[src/rtl/sflag_pkg.sv]
package sflag_pkg;
  localparam int FLAG_W = 8;
  localparam int F_ZERO = 0;
  localparam int F_NEG  = 1;
  localparam int F_CARRY = 2;
  localparam int F_OVF  = 3;
  localparam int F_SOVF = 4;
  localparam int F_SLIM = 5;
  localparam int F_SSCL = 6;
  localparam int F_QUO  = 7;
  localparam int N_STICKY = 3;
endpackage

[src/rtl/sflag_arith.sv]
module sflag_arith #(
  parameter int W = 20
) (
  input  logic         clk,
  input  logic         rst_n,
  input  logic         load,
  input  logic [W-1:0] data,
  input  logic         carry,
  input  logic         ovf,
  output logic         z,
  output logic         n,
  output logic         c,
  output logic         v
);
  always_ff @(posedge clk) begin
    if (!rst_n) begin
      z <= 1'b0;
      n <= 1'b0;
      c <= 1'b0;
      v <= 1'b0;
    end else if (load) begin
      z <= (data == '0);
      n <= data[W-1];
      c <= carry;
      v <= ovf;
    end
  end
endmodule

[src/rtl/sflag_quarter.sv]
module sflag_quarter #(
  parameter int W = 20
) (
  input  logic [W-1:0] data,
  output logic         above
);
  localparam logic [W-1:0] QTR     = {2'b00, 1'b1, {(W-3){1'b0}}};
  localparam logic [W-1:0] NEG_QTR = {3'b111, {(W-3){1'b0}}};

  // Range compare on the raw code: no negation, so the most negative
  // code needs no special case.
  always_comb begin
    if (data[W-1]) above = (data < NEG_QTR);
    else           above = (data > QTR);
  end
endmodule

[src/rtl/sflag_sticky.sv]
module sflag_sticky #(
  parameter int N = 3
) (
  input  logic         clk,
  input  logic         rst_n,
  input  logic         clr,
  input  logic [N-1:0] set,
  output logic [N-1:0] q
);
  for (genvar i = 0; i < N; i++) begin : g_bit
    always_ff @(posedge clk) begin
      if (!rst_n)      q[i] <= 1'b0;
      else if (set[i]) q[i] <= 1'b1;
      else if (clr)    q[i] <= 1'b0;
    end
  end
endmodule

[src/rtl/dsp_status_flags.sv]
module dsp_status_flags
  import sflag_pkg::*;
#(
  parameter int DATA_W = 20
) (
  input  logic              clk,
  input  logic              rst_n,
  input  logic              res_valid,
  input  logic [DATA_W-1:0] res_data,
  input  logic              res_carry,
  input  logic              res_ovf,
  input  logic              res_limit,
  input  logic              res_is_cmp,
  input  logic              shf_valid,
  input  logic [DATA_W-1:0] shf_data,
  input  logic              shf_limit,
  input  logic              sticky_clr,
  input  logic              quo_valid,
  input  logic              quo_bit,
  output logic [FLAG_W-1:0] flags_o
);
  logic z, n, c, v;
  logic shf_big;
  logic quo_q;
  logic [N_STICKY-1:0] st_set, st_q;

  sflag_arith #(.W(DATA_W)) u_arith (
    .clk(clk), .rst_n(rst_n), .load(res_valid), .data(res_data),
    .carry(res_carry), .ovf(res_ovf), .z(z), .n(n), .c(c), .v(v)
  );

  sflag_quarter #(.W(DATA_W)) u_qtr (.data(shf_data), .above(shf_big));

  // sticky order: 0 overflow, 1 limiting, 2 scaling
  always_comb begin
    st_set[0] = res_valid & res_ovf & ~res_is_cmp;
    st_set[1] = (res_valid & res_limit) | (shf_valid & shf_limit);
    st_set[2] = shf_valid & shf_big;
  end

  sflag_sticky #(.N(N_STICKY)) u_sticky (
    .clk(clk), .rst_n(rst_n), .clr(sticky_clr), .set(st_set), .q(st_q)
  );

  always_ff @(posedge clk) begin
    if (!rst_n)         quo_q <= 1'b0;
    else if (quo_valid) quo_q <= quo_bit;
  end

  always_comb begin
    flags_o          = '0;
    flags_o[F_ZERO]  = z;
    flags_o[F_NEG]   = n;
    flags_o[F_CARRY] = c;
    flags_o[F_OVF]   = v;
    flags_o[F_SOVF]  = st_q[0];
    flags_o[F_SLIM]  = st_q[1];
    flags_o[F_SSCL]  = st_q[2];
    flags_o[F_QUO]   = quo_q;
  end
endmodule

[config.mk]
export PLATFORM = sky130hd
export DESIGN_NAME = dsp_status_flags
export DESIGN_NICKNAME = d
export VERILOG_FILES = /design/src/rtl/sflag_pkg.sv /design/src/rtl/sflag_arith.sv /design/src/rtl/sflag_quarter.sv /design/src/rtl/sflag_sticky.sv /design/src/rtl/dsp_status_flags.sv
export SDC_FILE = /design/constraint.sdc
export NUM_CORES = 1
export LEC_CHECK = 0
export BUFFER_PORTS_ARGS = -buffer_cell sky130_fd_sc_hd__buf_2
export CORE_MARGIN = 2
export CORE_UTILIZATION = 29
export DETAILED_ROUTE_END_ITERATION = 10
export GPL_ROUTABILITY_DRIVEN = 0
export PLACE_DENSITY_LB_ADDON = 0.15
export SLEW_MARGIN = 15
export SYNTH_ARGS = -nofsm -noshare
export SYNTH_HDL_FRONTEND = slang
export SYNTH_SLANG_ARGS = --single-unit
[constraint.sdc]
create_clock -name clk -period 1.4 [get_ports clk]
set_input_delay 0.21 -clock clk [delete_from_list [all_inputs] [get_ports clk]]
set_output_delay 0.21 -clock clk [all_outputs]
set_load 0.03 [all_outputs]
Word-level counts from Yosys, hierarchy flattened
Cells that the tools add are included.
Widths: inputs -> output; s select.
- register bits after elaboration: 8
- bits in latches: 0
- RAM bits: 0
- ROM bits: 0
- input port bits: 52
- output and inout port bits: 8
- memories kept: 0
- add/subtract/negate cells: 0
- multipliers: 0
- div/mod/pow operators: 0
- magnitude comparators: 2
- eq/ne operators: 0
- shift-type cells: 0
- muxes and demuxes: 5
- bitwise gates (word level): 7
- reductions and logical operators: 4
- operators with widths (cell ; number):
    $gt 20x18->1 const B ; 1
    $logic_not 20->1 ; 1
    $lt 20x20->1 const B ; 1
    $reduce_bool 2->1 ; 3
    $and 1x1->1 ; 5
    $mux 1 ; 5
    $not 1->1 ; 1
    $or 1x1->1 ; 1

Logic depth before layout (Yosys ltp)
Gate-level depths: netlist of run 1.
- word-level depth: 4
- mapped depth: 4
- gate-level depth less buffers: 3

By module
From an unflattened synthesis of run 1, not the netlist that was laid out.
- cells, all modules: 51
- area total of the unflattened synthesis: 496.7 sq um
- by module, submodules not included (module ; instances ; cells an instance ; area each (sq um) ; seq. area each (sq um)):
    sflag_arith ; 1 ; 21 ; 227.7 ; 80.1
    sflag_sticky ; 1 ; 9 ; 101.3 ; 60.1
    dsp_status_flags ; 1 ; 12 ; 96.3 ; 20.0
    sflag_quarter ; 1 ; 9 ; 71.3 ; 0.0

Worst setup path after synthesis of run 1
Ideal clock, no wire load.
- kind: input-to-reg
- from: in res_data[4]
- to: reg u_arith.z
- library setup time: 0.096 ns
- data arrival time: 0.970 ns
- setup slack: 0.334 ns
- stages on the path: 2
- buffers on the path: 0
- cells stage by stage: or4_4 -> o41ai_2
- longest elaborated chain between the ends: 1
- ends and longest elaborated chain (element ; line ; text):
    start, declared ; dsp_status_flags.sv:9 ; input logic [DATA_W-1:0] res_data,
    $logic_not 20->1 ; sflag_arith.sv:22 ; z <= (data == '0);
    end signal, assigned ; sflag_arith.sv:22 ;
    end, declared ; sflag_arith.sv:10 ; output logic z,
Every way passes these cells.
A chain may end at the register's enable or synchronous reset.

Worst setup path after layout of run 1
- from: reg u_sticky.q[1]
- to: out flags_o[5]
- RTL lines (element ; line ; text):
    start, declared ; sflag_sticky.sv:8 ; output logic [N-1:0] q
    start signal, assigned by index ; sflag_sticky.sv:12 ; if (!rst_n) q[i] <= 1'b0;
    start signal, assigned by index ; sflag_sticky.sv:13 ; else if (set[i]) q[i] <= 1'b1;
    start signal, assigned by index ; sflag_sticky.sv:14 ; else if (clr) q[i] <= 1'b0;
    end, declared ; dsp_status_flags.sv:20 ; output logic [FLAG_W-1:0] flags_o
No word-level cell between the ends.

==> flow_summary.json, run 1 <==
{
  "crit_slowest_cell": "dfxtp_1",
  "postCtsSetupRepairBufs": 0,
  "die_area_um2": 1846,
  "synthFlopType": "dfxtp_1",
  "fin_cells": 121,
  "drive_gt1_share_pct": 60.95,
  "start_kind": "register",
  "ys_async_sr_fraction_pct": 0,
  "place_inst": 118,
  "synth-compound-area-share_pct": 10.23,
  "crit_type": "reg -> out",
  "synth.distinct_cells": 23,
  "synth_top_family_by_area": "simple AND/OR/NAND/NOR gates",
  "core_um2": 1471,
  "grt_setup_unrepaired": "false",
  "grt_overflow": 0,
  "setup_viol": 0,
  "r2r-start": "u_sticky.q[2]$_SDFFE_PN0P_",
  "vias": 583,
  "ios": 60,
  "clkSinkCount": 8,
  "port_buffers": 59,
  "holdCritStartpoint": "res_data[2]",
  "cts_hold_buf": 0,
  "drc": 0,
  "postSynthNetCount": 101,
  "finalHoldViolations": 0,
  "initial_core_util_pct": 29.93,
  "nFillCells": 154,
  "drtPass1Iterations": 5,
  "cts-root-buf": "clkbuf_4",
  "setup.worst_path.end_class": "output pin",
  "holdPathStages": 2,
  "cts_tree": "built",
  "syn_area_per_cell_um2": 8.988,
  "crit_buf_inv": 1,
  "post_cts_resized": 0,
  "cp_num_cells": 1,
  "setup_tns_ns": 0,
  "finalCriticalPeriod_ns": 0.9976,
  "routed_wl_mm": 1.224,
  "cts_buffer_depth": 2,
  "crit_fanout": 2,
  "grt_usage_pct": 14.47,
  "diodes": 0,
  "p_per_area_nw_per_um2": 776.6,
  "routed_via_density": 4.818,
  "ir_drop_uv": 381.7,
  "antenna_found_initial": 0,
  "max_cap_viol_count": 0,
  "synthTopCellsByArea": "dfxtp_1, mux2i_1, buf_4",
  "yosys.area_share.adder_pct": 0,
  "grt_pass1_wl_mm": 2.049,
  "wl_per_cell_um": 10.12,
  "syn_to_final_growth_pct": 67.05,
  "syn-instance-count": 49,
  "clock_skew_ns": 0,
  "max_freq_mhz": 1002,
  "seq_area_frac_synth_pct": 36.36,
  "fin_crit_sh_pct": 71.26,
  "finalNetCount": 159,
  "syn_area_um2": 440.4,
  "slew_headroom_pct": 81.42,
  "hp-class": "in -> reg",
  "cp_data_required_time_ns": 1.19,
  "path_clk_slew_ns": 0.06,
  "grt_pass1_vias": 555,
  "critPathMaxStageDelay_ns": 0.33,
  "synthMuxAreaShare_pct": 9.091,
  "dp_hpwl_mm": 1.003,
  "synth_xor_area_share_pct": 0,
  "row_count": 14,
  "htreeDepth": 1,
  "reg2reg_slack_ns": 0.56,
  "drtIter0Drc": 15,
  "hold_end": "u_arith.z$_SDFFE_PN0P_",
  "synth_edf_count": 0,
  "worstSkewPairLatency_ns": 0.26,
  "worstRegToRegCells": 3,
  "arrival_ns": 0.79,
  "crit_chain": "buf_2",
  "cp_top_family": "flip-flops",
  "r2r_end": "u_sticky.q[2]$_SDFFE_PN0P_",
  "status": "finished, final reports clean",
  "die_w_um": 42.97,
  "cts-buffers-inserted": 3,
  "die_h_um": 42.97,
  "synth-seq-cells": 8,
  "yosys_warnings": 0,
  "yosys.area_share.simple_pct": 32.95,
  "leakagePower_nw": 0.4040,
  "slew_violations": 0,
  "synth_top_cell_area_share_pct": 36.36,
  "worst_slew_pin_slew_ns": 0.2762,
  "ant_nets": 0,
  "yosysTopAreaCell": "dfxtp_1",
  "grt_max_degree": 8
}
## metal layers
metal,track usage [%],vias up,wire [µm]
met2,27.58,37,601
li1,-,295,-
met1,14.73,251,461
met5,0,-,0
met3,2.553,0,161
met4,7.273,0,0
## final cells by class
type / count / area [µm²] / share of cell area [%]
tap: 16 / 20.02 / 2.721
inverter: 2 / 7.507 / 1.020
clock buffer: 3 / 22.52 / 3.061
sequential: 8 / 160.2 / 21.77
multi-input combinational: 33 / 230.2 / 31.29
timing repair buffer: 59 / 295.3 / 40.14
## power by group
group	switching (mW)	internal, mW	total [mW]
logic	0.0677	0.0765	0.144
registers	0.00565	0.240	0.246
clock network	0.0831	0.0984	0.182
total	0.156	0.415	0.571
## sequential cells by signal, indices dropped and copies added (netlist names)
register	cells
u_arith.n	1
quo_q	1
u_arith.v	1
u_sticky.q	3
u_arith.z	1
u_arith.c	1
## cell usage after synthesis (2+ instances only)
library cell / n
buf_4: 5
dfxtp_1: 8
inv_1: 2
mux2i_1: 4
nand3b_1: 2
nor2_1: 6
nor4_1: 6
## cell families (layout without fill, tap and decap cells)
| logic type | after synthesis | after routing |
|---|---|---|
| AOI/OAI and AO/OA | 5 | 5 |
| buffers and inverters | 8 | 64 |
| DFF | 8 | 8 |
| muxes | 4 | 4 |
| and+or+nand+nor | 24 | 24 |
## placed cells by master (no fill, tap or decap), drive strengths merged, types with 2 or more instances in the layout
master	n
buf	59
dfxtp	8
nor2	6
nor4	6
mux2i	4
clkbuf	3
inv	2
nand3b	2
or4	2
## metrics by stage
step | utilization, % | cell area (µm²) | hold WS, ns | worst slack (ns) | total power, mW
final | 50.00 | 735.7 | 0.1525 | 0.4024 | 0.5714
after global routing | 50.00 | 735.7 | 0.1433 | 0.3523 | 0.6125
after CTS | 50.00 | 735.7 | 0.1419 | 0.3966 | 0.5807
after detailed placement | 48.47 | 713.2 | 0.4107 | 0.1971 | 0.3957
after global placement | 48.47 | 713.2 | 0.4092 | 0.2183 | 0.3928
after floorplan | - | 440.4 | 0.3091 | 0.3339 | 0.3171
## how the worst max path moves through the flow
stage | from | endpoint | slack, ns
floorplan | res_data[4] | u_arith.z$_SDFFE_PN0P_ | 0.33
global placement | res_data[4] | u_arith.z$_SDFFE_PN0P_ | 0.22
detailed placement | res_data[4] | u_arith.z$_SDFFE_PN0P_ | 0.20
CTS | quo_q$_SDFFE_PN0P_ | flags_o[7] | 0.40
global route | quo_q$_SDFFE_PN0P_ | flags_o[7] | 0.35
finish | u_sticky.q[1]$_SDFFE_PN0P_ | flags_o[5] | 0.40
Note: power is estimated with default switching activity, not from simulation.
==> inputs of run 2 (changes only) <==
Settings changed: ABC_AREA set to 1, CORE_UTILIZATION 29 to 28.
Clock period 1.4 ns to 0.8 ns, I/O delays scaled along.
==> run 2 against run 1 <==
Effect of this change:
- the run now ends with setup timing left
- combinational power increased by 120%
- global-route usage decreased by 0.23 points
- worst setup slack got worse by 0.44 ns
- largest cell class unchanged
==> flow_summary.json, run 2 <==
{
  "die_area_um2": 2083,
  "crit_chain": "buf_6",
  "hp-class": "in -> reg",
  "vias": 669,
  "synthTopCellsByArea": "dfxtp_1, nor2_1, nand2_1",
  "finalCriticalPeriod_ns": 0.8339,
  "diodes": 0,
  "worstSkewPairLatency_ns": 0.24,
  "crit_fanout": 2,
  "finalPower_mw": 1.059,
  "die_w_um": 45.64,
  "syn-instance-count": 76,
  "crit_buf_inv": 1,
  "core_um2": 1670,
  "grt_overflow": 0,
  "synthFlopType": "dfxtp_1",
  "combPwrFrac_pct": 30.0,
  "initial_core_util_pct": 29.06,
  "drtIter0Drc": 3,
  "synth_edf_count": 0,
  "grt_pass1_wl_mm": 2.221,
  "setup_tns_ns": -0.1694,
  "max_freq_mhz": 1199,
  "layout_setup_ws_ns": -0.03387,
  "largest_reg_flops": 3,
  "ys_async_sr_fraction_pct": 0,
  "largest-register": "u_sticky.q",
  "yosys-top-cells-count": "nor2_1, nand2_1, dfxtp_1",
  "start_kind": "register",
  "p_switching_mw": 0.2821,
  "crit_type": "reg -> out",
  "drtPass1Iterations": 3,
  "cts-root-buf": "clkbuf_4",
  "finalHoldViolations": 0,
  "cp_top_family": "flip-flops",
  "drive_gt1_share_pct": 56.93,
  "crit_slowest_cell": "dfxtp_2",
  "setup_viol": 8,
  "clock_skew_ns": 0,
  "failed_checks": "setup timing",
  "drc": 0,
  "cts_hold_buf": 0,
  "ios": 60,
  "path_clk_slew_ns": 0.06,
  "clkSinkCount": 8,
  "row_count": 15,
  "place_inst": 151,
  "seq_area_frac_synth_pct": 32.99,
  "max_cap_viol_count": 0,
  "seqPwrFrac_pct": 41.7,
  "synth.distinct_cells": 19,
  "placed_area_um2": 797.0,
  "post_cts_resized": 24,
  "yosys_warnings": 0,
  "postCtsSetupRepairBufs": 0,
  "syn_area_um2": 485.5,
  "grt_usage_pct": 14.24,
  "worst_slew_pin_slew_ns": 0.1834,
  "mostFrequentLayoutCells": "buf_2, nor2_1, nand2_1",
  "htreeDepth": 1,
  "grt_max_degree": 6,
  "cp_data_required_time_ns": 0.68,
  "syn_to_final_growth_pct": 81.19,
  "grt_pass1_vias": 626,
  "synth_top_cell_area_share_pct": 32.99,
  "slew_violations": 0,
  "cts_tree": "built",
  "synth-seq-cells": 8,
  "fin_cells": 154,
  "reg2reg_slack_ns": 0.16,
  "critPathMaxStageDelay_ns": 0.34,
  "final_common_cell": "buf_2",
  "ir_drop_uv": 430.7,
  "antenna_found_initial": 0,
  "final_util_pct": 52.66,
  "syn_area_per_cell_um2": 6.388,
  "status": "finished with violations",
  "arrival_ns": 0.71,
  "p_int_mw": 0.7765,
  "cts_buffer_depth": 2,
  "leakagePower_nw": 0.4821,
  "postSynthNetCount": 128,
  "routed_wl_mm": 1.322,
  "grt_setup_unrepaired": "true",
  "port_buffers": 59,
  "wl_per_cell_um": 8.584,
  "p_per_area_nw_per_um2": 1204,
  "finalNetCount": 191,
  "dp_hpwl_mm": 1.153,
  "p_clk_share_pct": 28.3,
  "setup.worst_path.end_class": "output pin",
  "die_h_um": 45.64,
  "synth.most_common_cell": "nor2_1",
  "slew_headroom_pct": 87.76,
  "cts-buffers-inserted": 3,
  "postLayoutCellArea_um2": 879.6,
  "yosysTopAreaCell": "dfxtp_1",
  "ant_nets": 0,
  "fin_crit_sh_pct": 104.2,
  "p_sw_share_pct": 26.65,
  "routed_via_density": 4.344
}
-- run 2: changes by cell type after synthesis, moves of 2 or more --
cell,change
nand3_1,+2
nor2_1,+19
nand2_1,+12
a21oi_1,+3
nor4_1,-6
o21ai_0,+2
inv_1,+3
mux2i_1,-4
-- run 2: area by class of cell --
cell class | count | area [µm²]
fill | 177 | 790.8
sequential | 8 | 170.2
inverter | 6 | 22.52
clock buffer | 3 | 22.52
multi-input combinational | 57 | 267.8
timing repair buffer | 63 | 375.4
tap | 17 | 21.27
-- run 2: path summary, 6_finish.rpt --
kind                          startpoint                     end  depth (start not counted)
setup / recovery  u_arith.z$_SDFFE_PN0P_              flags_o[0]                          1
hold / removal                 quo_valid      quo_q$_SDFFE_PN0P_                          2
setup reg to reg      quo_q$_SDFFE_PN0P_      quo_q$_SDFFE_PN0P_                          2
hold reg to reg   u_arith.v$_SDFFE_PN0P_  u_arith.v$_SDFFE_PN0P_                          2
-- run 2: metal layers --
metal / GRT usage, % / wire [µm] / up-vias
li1: - / - / 361
met1: 15.83 / 530 / 272
met2: 27.32 / 686 / 36
met3: 1.190 / 105 / 0
met4: 5.294 / 0 / 0
met5: 0 / 0 / -
-- run 2: cells by family (layout without fill, tap and decap cells) --
logic type	count (synthesis)	after routing	synth area share [%]
simple gates	47	47	41.24
flops	8	8	32.99
compound gates	10	10	13.40
buf+inv	11	72	12.37
-- run 2: per-stage QoR --
step	worst slack [ns]	hold slack [ns]
final	-0.03387	0.06545
after global routing	-0.06691	0.05628
after CTS	-0.04522	0.05700
after detailed placement	-0.1199	0.3222
after global placement	-0.1023	0.3122
after floorplan	0.01272	0.2135
-- run 2: power groups by stage --
stage               Sequential, mW  Combinational, mW  Clock (mW)
finish                       0.441              0.318       0.299
global route                 0.443              0.356       0.344
CTS                          0.441              0.322       0.313
detailed placement           0.439              0.295           0
global placement             0.439              0.288           0
floorplan                    0.458              0.119           0
==> inputs of run 3 (changes only) <==
Settings changed: CORE_UTILIZATION 28 to 31, PLACE_DENSITY_LB_ADDON 0.15 to 0.25.
Clock period 0.8 ns to 0.9 ns, I/O delays scaled along.
==> run 3 against run 2 <==
Effect of this change:
- the run now ends clean
- sequential share of layout area grew 0.12 points
- first-iteration DRC count grew 33%
- via count shrank 2.8%
- register-to-register slack gained 0.09 ns
- critical endpoint is now flags_o[4]
==> flow_summary.json, run 3 (same netlist as run 2, synthesis figures left out) <==
{
  "status": "finished, final reports clean",
  "die_h_um": 43.57,
  "path_clk_slew_ns": 0.05,
  "final_util_pct": 56.97,
  "grt_pass1_wl_mm": 2.139,
  "finalHoldViolations": 0,
  "cp_num_cells": 1,
  "cp_data_required_time_ns": 0.76,
  "crit_fanout": 2,
  "layout_setup_ws_ns": 0.02528,
  "drtPass1Iterations": 3,
  "postCtsSetupRepairBufs": 0,
  "routed_via_density": 4.305,
  "setup.worst_path.end_class": "output pin",
  "regArea_um2": 165.2,
  "multi_input_area_um2": 265.3,
  "htreeDepth": 1,
  "die_area_um2": 1898,
  "seqPwrFrac_pct": 41.8,
  "syn_to_final_growth_pct": 74.74,
  "cts_tree": "built",
  "max_freq_mhz": 1143,
  "slew_headroom_pct": 88.26,
  "crit_type": "reg -> out",
  "grt_usage_pct": 14.96,
  "ir_drop_uv": 564.8,
  "crit_slowest_cell": "dfxtp_1",
  "leakagePower_nw": 0.4688,
  "drive_gt1_share_pct": 53.33,
  "mostFrequentLayoutCells": "buf_2, nor2_1, nand2_1",
  "antenna_found_initial": 0,
  "routed_wl_mm": 1.288,
  "cts_hold_buf": 0,
  "diodes": 0,
  "grt_max_degree": 6,
  "crit_start": "u_sticky.q[0]$_SDFFE_PN0P_",
  "vias": 650,
  "fin_crit_sh_pct": 97.19,
  "cts-buffers-inserted": 3,
  "grt_pass1_vias": 590,
  "crit_path_end": "flags_o[4]",
  "cts_buffer_depth": 2,
  "combPwrFrac_pct": 29.0,
  "cts-root-buf": "clkbuf_4",
  "worstSkewPairLatency_ns": 0.26,
  "final_common_cell": "buf_2",
  "clkSinkCount": 8,
  "p_switching_mw": 0.2539,
  "dp_slack_ns": -0.03902,
  "worstRegToRegCells": 2,
  "grt_overflow": 0,
  "worst_slew_pin_slew_ns": 0.1759,
  "dp_hpwl_mm": 1.138,
  "finalCriticalPeriod_ns": 0.8747,
  "start_kind": "register",
  "ios": 60,
  "drc": 0,
  "core_um2": 1489,
  "p_sw_share_pct": 27.18,
  "initial_core_util_pct": 32.61,
  "r2r_end": "u_sticky.q[1]$_SDFFE_PN0P_",
  "die_w_um": 43.57,
  "cp_top_family": "flip-flops",
  "p_int_mw": 0.6803,
  "crit_buf_inv": 1,
  "largest_reg_flops": 3,
  "crit_chain": "buf_6",
  "nFillCells": 172,
  "max_cap_viol_count": 0,
  "ant_nets": 0,
  "largest-register": "u_sticky.q",
  "arrival_ns": 0.74,
  "finalNetCount": 189,
  "critPathMaxStageDelay_ns": 0.34,
  "slew_violations": 0,
  "port_buffers": 59,
  "row_count": 14,
  "hold_slack_ns": 0.05933,
  "p_per_area_nw_per_um2": 1101,
  "wl_per_cell_um": 8.530,
  "p_clk_share_pct": 29.2,
  "reg2reg_slack_ns": 0.25,
  "r2r-start": "u_sticky.q[1]$_SDFFE_PN0P_",
  "hp-class": "in -> reg",
  "clock_skew_ns": 0,
  "drtIter0Drc": 4,
  "setup_viol": 0
}
-- run 3: cell types whose count changed in the layout (fill, tap and decap cells not counted), sizes merged --
| cell | delta |
|---|---|
| buf | -2 |
-- run 3: repair_timing --
action,in CTS,in global routing
gates cloned,0,0
resized for setup,8,10
endpoints found under the setup margin,8,6
-- run 3: power by group through the flow --
stage          Combinational, mW  Clock, mW  Sequential, mW
2_1_floorplan              0.104          0           0.407
3_3_place_gp               0.247          0           0.390
3_5_place_dp               0.252          0           0.391
4_1_cts                    0.263      0.287           0.385
5_1_grt                    0.304      0.297           0.392
6_report                   0.271      0.273           0.390
-- run 3: cell type report --
cell class / instances / area share [%]
Inverter: 6 / 2.655
Tap cell: 16 / 2.360
Timing Repair Buffer: 61 / 41.59
Multi-Input combinational cell: 57 / 31.27
Clock buffer: 3 / 2.655
Sequential cell: 8 / 19.47
-- run 3: worst min path at each step --
stage	slack [ns]	endpoint	start	depth (start not counted)
5_1_grt	0.08	quo_q$_SDFFE_PN0P_	quo_valid	2
3_3_place_gp	0.32	quo_q$_SDFFE_PN0P_	quo_valid	2
4_1_cts	0.05	quo_q$_SDFFE_PN0P_	quo_valid	2
3_5_place_dp	0.33	quo_q$_SDFFE_PN0P_	quo_valid	2
2_1_floorplan	0.23	quo_q$_SDFFE_PN0P_	quo_valid	1
6_report	0.06	quo_q$_SDFFE_PN0P_	quo_valid	2
-- run 3: routing by layer --
layer / GRT usage (%) / up-vias / wire length (µm)
li1: - / 355 / -
met3: 5.833 / 2 / 89
met2: 27.06 / 23 / 688
met4: 5.455 / 0 / 11
met5: 0 / - / 0
met1: 15.38 / 270 / 499
-- run 3: metrics by stage --
| stage | total power [mW] | area [µm²] | cells | setup TNS (ns) |
|---|---|---|---|---|
| floorplan | 0.5113 | 485.5 | 76 | 0 |
| global placement | 0.6371 | 778.2 | 148 | -0.03470 |
| detailed placement | 0.6431 | 778.2 | 148 | -0.03902 |
| CTS | 0.9352 | 820.8 | 151 | 0 |
| global route | 0.9934 | 848.3 | 151 | -0.002367 |
| finish | 0.9343 | 848.3 | 151 | 0 |
